File: config.mk
export PLATFORM = sky130hd
export DESIGN_NAME = refresh_sched
export DESIGN_NICKNAME = d
export VERILOG_FILES = /design/src/rtl/refresh_sched_pkg.sv /design/src/rtl/refresh_sched_ctrl.sv /design/src/rtl/refresh_sched_dp.sv /design/src/rtl/refresh_sched.sv
export SDC_FILE = /design/constraint.sdc
export NUM_CORES = 1
export LEC_CHECK = 0
export BUFFER_PORTS_ARGS = -buffer_cell sky130_fd_sc_hd__clkbuf_2
export CORE_ASPECT_RATIO = 0.6
export CORE_MARGIN = 5
export CORE_UTILIZATION = 40
export DETAILED_ROUTE_END_ITERATION = 16
export GPL_ROUTABILITY_DRIVEN = 0
export HOLD_SLACK_MARGIN = 0.08
export PLACE_DENSITY = 0.54
export SYNTH_ARGS = -nofsm -noshare
export SYNTH_HDL_FRONTEND = slang
export SYNTH_SLANG_ARGS = --single-unit
File: constraint.sdc
create_clock -name clk -period 3.4 [get_ports clk]
set_input_delay 0.17 -clock clk [delete_from_list [all_inputs] [get_ports clk]]
set_output_delay 0.17 -clock clk [all_outputs]
set_load 0.05 [all_outputs]
File: src/rtl/refresh_sched_pkg.sv
package refresh_sched_pkg;

  typedef enum logic [1:0] {
    ST_PAUSE = 2'd0,
    ST_WAKE  = 2'd1,
    ST_RUN   = 2'd2
  } schedState_t;

  typedef struct packed {
    logic rowStep;
    logic owedInc;
    logic owedDec;
  } schedStrobe_t;

endpackage

File: src/rtl/refresh_sched_ctrl.sv
module refresh_sched_ctrl
  import refresh_sched_pkg::*;
#(
  parameter int PAUSE_CYCLES = 50000,
  parameter int WAKE_COUNT   = 8,
  parameter int INTERVAL     = 1560
) (
  input  logic         clk,
  input  logic         rstN,
  input  logic         refAck,
  input  logic         owedNz,
  output logic         refReq,
  output logic         initDone,
  output schedStrobe_t strobe
);

  localparam int PW = $clog2(PAUSE_CYCLES + 1);
  localparam int WW = $clog2(WAKE_COUNT + 1);
  localparam int IW = $clog2(INTERVAL + 1);
  localparam logic [PW-1:0] PLAST = PW'(PAUSE_CYCLES - 1);
  localparam logic [WW-1:0] WLAST = WW'(WAKE_COUNT - 1);
  localparam logic [IW-1:0] ILAST = IW'(INTERVAL - 1);

  schedState_t   st;
  logic [PW-1:0] pauseCnt;
  logic [WW-1:0] wakeCnt;
  logic [IW-1:0] ivCnt;
  logic          ackOk;
  logic          tick;

  always_comb begin
    refReq   = (st == ST_WAKE) || ((st == ST_RUN) && owedNz);
    ackOk    = refAck && refReq;
    tick     = (st == ST_RUN) && (ivCnt == ILAST);
    initDone = (st == ST_RUN);
    strobe.rowStep = ackOk;
    strobe.owedInc = tick;
    strobe.owedDec = ackOk && (st == ST_RUN);
  end

  always_ff @(posedge clk) begin
    if (!rstN) begin
      st       <= ST_PAUSE;
      pauseCnt <= '0;
      wakeCnt  <= '0;
      ivCnt    <= '0;
    end else begin
      unique case (st)
        ST_PAUSE: begin
          if (pauseCnt == PLAST) st <= ST_WAKE;
          else                   pauseCnt <= pauseCnt + 1'b1;
        end
        ST_WAKE: begin
          if (ackOk) begin
            if (wakeCnt == WLAST) st <= ST_RUN;
            else                  wakeCnt <= wakeCnt + 1'b1;
          end
        end
        ST_RUN: begin
          ivCnt <= tick ? '0 : ivCnt + 1'b1;
        end
        default: st <= ST_PAUSE;
      endcase
    end
  end

endmodule

File: src/rtl/refresh_sched_dp.sv
module refresh_sched_dp
  import refresh_sched_pkg::*;
#(
  parameter int ROW_BITS  = 7,
  parameter int ADDR_BITS = 8,
  parameter int OWED_MAX  = 4
) (
  input  logic                            clk,
  input  logic                            rstN,
  input  schedStrobe_t                    strobe,
  output logic                            owedNz,
  output logic [ADDR_BITS-1:0]            refAddr,
  output logic [$clog2(OWED_MAX+1)-1:0]   pendCount
);

  localparam int OW = $clog2(OWED_MAX + 1);
  localparam logic [OW-1:0] OMAX = OW'(OWED_MAX);

  logic [ROW_BITS-1:0] rowCnt;
  logic [OW-1:0]       owed;

  always_ff @(posedge clk) begin
    if (!rstN) begin
      rowCnt <= '0;
      owed   <= '0;
    end else begin
      if (strobe.rowStep) rowCnt <= rowCnt + 1'b1;
      unique case ({strobe.owedInc, strobe.owedDec})
        2'b10:   if (owed != OMAX) owed <= owed + 1'b1;
        2'b01:   owed <= owed - 1'b1;
        default: owed <= owed;
      endcase
    end
  end

  assign owedNz    = (owed != '0);
  assign pendCount = owed;

  generate
    if (ADDR_BITS > ROW_BITS) begin : g_pad
      assign refAddr = {{(ADDR_BITS - ROW_BITS){1'b0}}, rowCnt};
    end else begin : g_flat
      assign refAddr = rowCnt;
    end
  endgenerate

endmodule

File: src/rtl/refresh_sched.sv
module refresh_sched
  import refresh_sched_pkg::*;
#(
  parameter int PAUSE_CYCLES = 50000,
  parameter int WAKE_COUNT   = 8,
  parameter int INTERVAL     = 1560,
  parameter int ROW_BITS     = 7,
  parameter int ADDR_BITS    = 8,
  parameter int OWED_MAX     = 4
) (
  input  logic                          clk,
  input  logic                          rstN,
  input  logic                          refAck,
  output logic                          refReq,
  output logic [ADDR_BITS-1:0]          refAddr,
  output logic                          initDone,
  output logic [$clog2(OWED_MAX+1)-1:0] pendCount
);

  schedStrobe_t strobe;
  logic         owedNz;

  refresh_sched_ctrl #(
    .PAUSE_CYCLES(PAUSE_CYCLES),
    .WAKE_COUNT  (WAKE_COUNT),
    .INTERVAL    (INTERVAL)
  ) u_ctrl (
    .clk     (clk),
    .rstN    (rstN),
    .refAck  (refAck),
    .owedNz  (owedNz),
    .refReq  (refReq),
    .initDone(initDone),
    .strobe  (strobe)
  );

  refresh_sched_dp #(
    .ROW_BITS (ROW_BITS),
    .ADDR_BITS(ADDR_BITS),
    .OWED_MAX (OWED_MAX)
  ) u_dp (
    .clk      (clk),
    .rstN     (rstN),
    .strobe   (strobe),
    .owedNz   (owedNz),
    .refAddr  (refAddr),
    .pendCount(pendCount)
  );

endmodule

# ---- After elaboration in Yosys (flattened, before gate mapping)
# Index checks and enable logic that the tools add are counted.
dict set report totals {
  output_inout_bits 13
  reg_bits 43
  inputBits 3
}
dict set report classes {
  reduce_logical 12
  n_addsub 6
  eq_ne 12
  bitwise 3
  muxes 7
}
# cell count
set op_table {}
lappend op_table {{adder 16 x 1 -> 16 bit, second input constant} 1}
lappend op_table {{equality test 16 bit, second input constant} 1}
lappend op_table {{adder 11 x 1 -> 11 bit, second input constant} 1}
lappend op_table {{equality test 11 bit, second input constant} 1}
lappend op_table {{2-to-1 mux 11 bit} 1}
lappend op_table {{adder 7 x 1 -> 7 bit, second input constant} 1}
lappend op_table {{2-to-1 mux 2 bit} 3}
lappend op_table {{inequality test 2 x 1 -> 1 bit, second input constant} 3}
lappend op_table {{case mux 2 bit (3 select lines)} 1}
lappend op_table {{case mux 3 bit (2 select lines)} 1}
lappend op_table {{adder 4 x 1 -> 4 bit, second input constant} 1}
lappend op_table {{equality test 2 x 1 -> 1 bit, second input constant} 2}
lappend op_table {{equality test 2 bit, second input constant} 2}
lappend op_table {{equality test 4 x 3 -> 1 bit, second input constant} 1}
lappend op_table {{logical AND 1 bit} 4}
lappend op_table {{AND reduction 2 bit} 2}
lappend op_table {{AND reduction 4 bit} 1}
lappend op_table {{adder 3 x 1 -> 3 bit, second input constant} 1}
lappend op_table {{2-to-1 mux 3 bit} 1}
lappend op_table {{inequality test 3 bit, second input constant} 1}
lappend op_table {{inverter 1 bit} 3}
lappend op_table {{AND reduction 3 bit} 1}
lappend op_table {{nonzero test 3 bit} 1}
lappend op_table {{subtractor 3 x 1 -> 3 bit, second input constant} 1}
lappend op_table {{other kinds (4)} 4}

# ---- Longest topological paths before layout
dict set report depth {
  depth_word 8
  mapped_depth 10
  ltp_nobuf 9
}

# ---- Cells and area by module
# A second synthesis with hierarchy kept.
dict set report hier_totals {
  hier_cells 241
  hier_area_um2 2143.3
}
# mod area_per_inst_um2 seq_area_each_um2 n_inst cells_per_inst
set by_module_without_submodules {}
lappend by_module_without_submodules {refresh_sched_ctrl 1660.3 660.6 1 186}
lappend by_module_without_submodules {refresh_sched_dp 483.0 200.2 1 55}

# ---- Least setup slack after synthesis
# OpenSTA, ideal clock, no wires.
dict set report synth_path {
  kind {register to register}
  from {register u_dp.owed[2] (netlist: u_dp.pendCount[2])}
  to {register u_dp.owed[2] (netlist: u_dp.pendCount[2])}
  setup_ns 0.073
  required_time_ns 3.327
  path_buffers 0
  slack_ns 1.159
  period_less_slack_ns 2.241
  t_arrival_ns 2.167
  path_stages_with_launch 8
  path_cell_list {dfxtp_1 -> nor3_1 -> nor3_2 -> nand2_1 -> fa_1 -> and4_1 -> mux2_1 -> o211ai_2}
}
dict set report synth_via {
  elab_chain_len 8
  word_cells_on_any_way 15
  cone_classes {add/sub (2); eq/ne (4); mux (2); reduce/logical (7)}
}
# item line_no
set synth_lines {}
lappend synth_lines {{start: declaration} refresh_sched_dp.sv:20} ;# logic [OW-1:0] owed;
lappend synth_lines {{start signal: assignment} refresh_sched_dp.sv:29} ;# 2'b10: if (owed != OMAX) owed <= owed + 1'b1;
lappend synth_lines {{start signal: assignment} refresh_sched_dp.sv:30} ;# 2'b01: owed <= owed - 1'b1;
lappend synth_lines {{start signal: assignment} refresh_sched_dp.sv:31} ;# default: owed <= owed;
lappend synth_lines {{nonzero test 3 bit} refresh_sched_dp.sv:36} ;# assign owedNz = (owed != '0);
lappend synth_lines {{logical AND 1 bit} refresh_sched_ctrl.sv:32} ;# refReq = (st == ST_WAKE) || ((st == ST_RUN) && owedNz);
lappend synth_lines {{logical OR 1 bit} refresh_sched_ctrl.sv:32}
lappend synth_lines {{logical AND 1 bit} refresh_sched_ctrl.sv:33} ;# ackOk = refAck && refReq;
lappend synth_lines {{logical AND 1 bit} refresh_sched_ctrl.sv:38} ;# strobe.owedDec = ackOk && (st == ST_RUN);
lappend synth_lines {{equality test 2 bit or equality test 2 x 1 -> 1 bit (tied branches)} refresh_sched_dp.sv:28} ;# unique case ({strobe.owedInc, strobe.owedDec})
lappend synth_lines {{inequality test 2 x 1 -> 1 bit (no line) or nonzero test 2 bit (tied branches)} --}
lappend synth_lines {{AND reduction 2 bit (no line)} --}
# Parallel ways exist; a longest one is shown, timed or not. The select of a mux whose other input is x is not followed.
# A chain may end at the register's enable or synchronous reset.

# ---- Final worst setup path
dict set report layout_path {
  from {register u_ctrl.st[1]}
  to {register u_dp.owed[1] (netlist: u_dp.pendCount[1])}
}
dict set report layout_via {
  elab_chain_len 8
  word_cells_on_any_way 13
  cone_classes {eq/ne (5); mux (1); reduce/logical (7)}
}
# item line_no
set layout_lines {}
lappend layout_lines {{start: declaration} refresh_sched_ctrl.sv:24} ;# schedState_t st;
lappend layout_lines {{start signal: assignment} refresh_sched_ctrl.sv:43} ;# st <= ST_PAUSE;
lappend layout_lines {{start signal: assignment} refresh_sched_ctrl.sv:50} ;# if (pauseCnt == PLAST) st <= ST_WAKE;
lappend layout_lines {{start signal: assignment} refresh_sched_ctrl.sv:55} ;# if (wakeCnt == WLAST) st <= ST_RUN;
lappend layout_lines {{equality test 2 bit} {refresh_sched_ctrl.sv:32, refresh_sched_ctrl.sv:34, refresh_sched_ctrl.sv:38}}
lappend layout_lines {{logical AND 1 bit} refresh_sched_ctrl.sv:32}
lappend layout_lines {{logical OR 1 bit} refresh_sched_ctrl.sv:32}
lappend layout_lines {{logical AND 1 bit} refresh_sched_ctrl.sv:33}
lappend layout_lines {{logical AND 1 bit} refresh_sched_ctrl.sv:38}
lappend layout_lines {{equality test 2 bit or equality test 2 x 1 -> 1 bit (tied branches)} refresh_sched_dp.sv:28}
lappend layout_lines {{inequality test 2 x 1 -> 1 bit (no line) or nonzero test 2 bit (tied branches)} --}
lappend layout_lines {{AND reduction 2 bit (no line)} --}
# Parallel ways exist; a longest one is shown, timed or not.

==> summary.txt <==
CTS buffer count -> 5
Leakage -> 0.901 nW
Layout cells sized above 1 -> 13.0%
Syn Nets -> 265
Vias in the first global route -> 1,605
Critical path fanouts, max -> 12
Wire per inst -> 13.3 um
Maximum vdd drop -> 0.172 mV
Crit end category -> flip-flop
M3 GR Usage -> 4.09%
Max cap viols -> 0
Comb pwr share -> 2.8%
Synth top area cells -> dfxtp_1 38%, xor2_1 4.2%, nand2_1 4.1%
Final net count -> 277
Met2 global-route usage -> 17.2%
Min cycle time layout -> 2500 ps
Die width -> 107 um
First-pass GRT wire length -> 8.02 mm
Main flop type after synthesis -> dfxtp_1
Most frequent cells after synthesis -> 43 x dfxtp_1, 25 x nand2_1, 20 x nor2_1
# rows -> 21
CTS clk-pin slew, worst paths -> 80 ps
Top Usage Layer GRT -> met1
Sequential power share -> 57.3%
Post-CTS setup buffer count -> 0
Syn-to-layout area delta -> 9.22%
Layout Skew -> 6.30 ps
H-tree Lvls -> 2
Final hold violation count -> 0
P_int -> 0.697 mW
Warning count from the yosys run -> 0
Iter 0 DRT Violations -> 130
Data required time at the worst endpoint -> 3610 ps
Synthesized area -> 2280 um2
Status -> finished, final reports clean
Max Slew Vio Count -> 0
Initial Util -> 41.1%
Gr ovfl total -> 0
Total wire length -> 4.64 mm
Die H -> 68.5 um
Power Density -> 357 nW/um2
Slew headroom -> 44.6%
Yosys cell types -> 55
Gr usage total -> 13.7%
Antenna violations before repair -> 0
Yosys reg bits -> 43
Critical Path Start Type -> flip-flop
Fraction of the cycle the final worst path needs -> 73.4%
Hold buffers post-CTS -> 0
Die area -> 7360 um2
Via density per instance -> 5.14
Final setup violation count -> 0
Post-Syn Instances -> 257
CTS Sinks -> 43
Seq/Total Area, Yosys -> 37.7%
Placed inst area -> 2390 um2
Post-synth ARST share -> 0%
Setup Total Neg Slack -> 0 ps
Setup Crit Path Kind -> reg2reg
Cell accounting for the most synthesized area -> dfxtp_1
Util after Layout -> 44.9%
N_diodes -> 0
Largest net degree at the start of global routing -> 26
Maximum clock path buffer count -> 2
Clock latency on the worst-skew pair -> 290 ps
Slew @ Worst Pin -> 831 ps
Post-cts resize count -> 0
CTS tree -> done
Via count -> 1,799
NetSw -> 0.191 mW
Total core area -> 5540 um2
Met1 Use GR -> 21.8%
IO buf count -> 14
RSZ-0062 raised after global routing -> no
Total iterations of the first detailed-routing run -> 4
Area share of the largest cell type after synthesis -> 37.7%
Clock root buffer -> clkbuf_8
Final ANT Viol Nets -> 0
Detail Placement HPWL -> 3.32 mm
Post-synth EDFFs -> 0
Switch share -> 21.5%
Power share of the clock group -> 39.9%
Syn avg cell area -> 8.88 um2
DRC -> 0
Fillers -> 556
Hold WC Path Type -> in2reg
IO Count -> 16
Fmax -> 0.401 GHz
Post-route cell area -> 2490 um2
Most common cell in the netlist -> dfxtp_1
Arrival @ worst endpoint -> 2710 ps
-- final timing paths --
check	from	to	slack, ps	cells after the start
worst max-delay path	u_ctrl.st[1]	u_dp.pendCount[1]	900	8
worst min-delay path	refAck	u_dp.rowCnt[1]	290	3
worst max register to register	u_ctrl.st[1]	u_dp.pendCount[1]	900	8
worst min register to register	u_ctrl.ivCnt[1]	u_ctrl.ivCnt[1]	470	2
-- stage by stage --
step                      hold slack, ps  total power, mW  cells  setup WS, ps
final                                287            0.889    350           905
after global routing                 294            0.932    350           693
after floorplan                      325            0.541    257          1160
after CTS                            268            0.904    350           909
after detailed placement             463            0.546    342           927
after global placement               459            0.546    342          1010
-- registers in the layout, summed over array words and instances, names as in the netlist --
name / flops
u_dp.rowCnt: 7
u_ctrl.ivCnt: 11
u_ctrl.wakeCnt: 4
u_dp.pendCount: 3
u_ctrl.pauseCnt: 16
u_ctrl.st: 2
-- routing by layer --
| layer | up-vias | share of wire [%] | routed length (um) |
|---|---|---|---|
| met4 | 0 | 0.58 | 27 |
| met5 | - | 0 | 0 |
| met3 | 5 | 3.9 | 182 |
| met2 | 23 | 34 | 1590 |
| li1 | 952 | - | - |
| met1 | 819 | 61 | 2840 |
-- cell families after synthesis --
logic type,Yosys count,synth area share (%)
xor gates and xnor gates,18,6.91
muxes,9,4.00
and+or+nand+nor,123,32.6
AOI/OAI and AO/OA,39,11.1
buffers and inverters,19,4.33
other,1,0.164
DFF,43,37.7
adders and majority gates,5,3.07
-- area by class of cell --
type,count,area (um2),share of cell area (%)
Tap cell,80,100,4.02
Sequential cell,43,861,34.6
Clock buffer,8,100,4.02
Multi-Input combinational cell,195,1320,53.0
Timing Repair Buffer,14,70.1,2.81
Inverter,10,38.8,1.56
-- layout by cell type, fill, tap and decap left out, types with 2 or more instances in the layout --
| master | n |
|---|---|
| nor4b_1 | 3 |
| and4_4 | 2 |
| and4bb_1 | 2 |
| nor3b_1 | 2 |
| a211oi_1 | 5 |
| inv_1 | 9 |
| xor2_1 | 11 |
| and3_1 | 2 |
| clkbuf_2 | 14 |
| nor2_1 | 20 |
| ha_1 | 4 |
| nand2b_1 | 7 |
| dfxtp_1 | 43 |
| xnor2_1 | 7 |
| o31ai_1 | 5 |
| clkbuf_8 | 7 |
| or4_1 | 6 |
| and4_1 | 3 |
| nand3_1 | 12 |
| nand2_1 | 25 |
| or3_1 | 5 |
| a21oi_1 | 18 |
| nand4_1 | 10 |
| and4b_1 | 2 |
| mux2i_1 | 8 |
| and2_1 | 2 |
| nor3_1 | 3 |
| nor4_1 | 4 |
| o21ai_0 | 5 |
-- power groups by stage --
stage | sequential [mW] | clock, mW | combinational (mW)
global route | 0.509 | 0.394 | 0.0288
global placement | 0.521 | 0 | 0.0254
CTS | 0.509 | 0.371 | 0.0250
finish | 0.509 | 0.355 | 0.0251
floorplan | 0.520 | 0 | 0.0209
detailed placement | 0.521 | 0 | 0.0251
-- critical path, stage by stage, from the launching register on --
cell and delay, ps:
dfxtp_1 610, and4b_1 390, nand4_1 340, nand2_1 210, fa_1 420, nand2b_1 170
a21oi_1 140, nand3_1 80, o221ai_1 70
No activity file was read; power rests on OpenSTA's default activity.
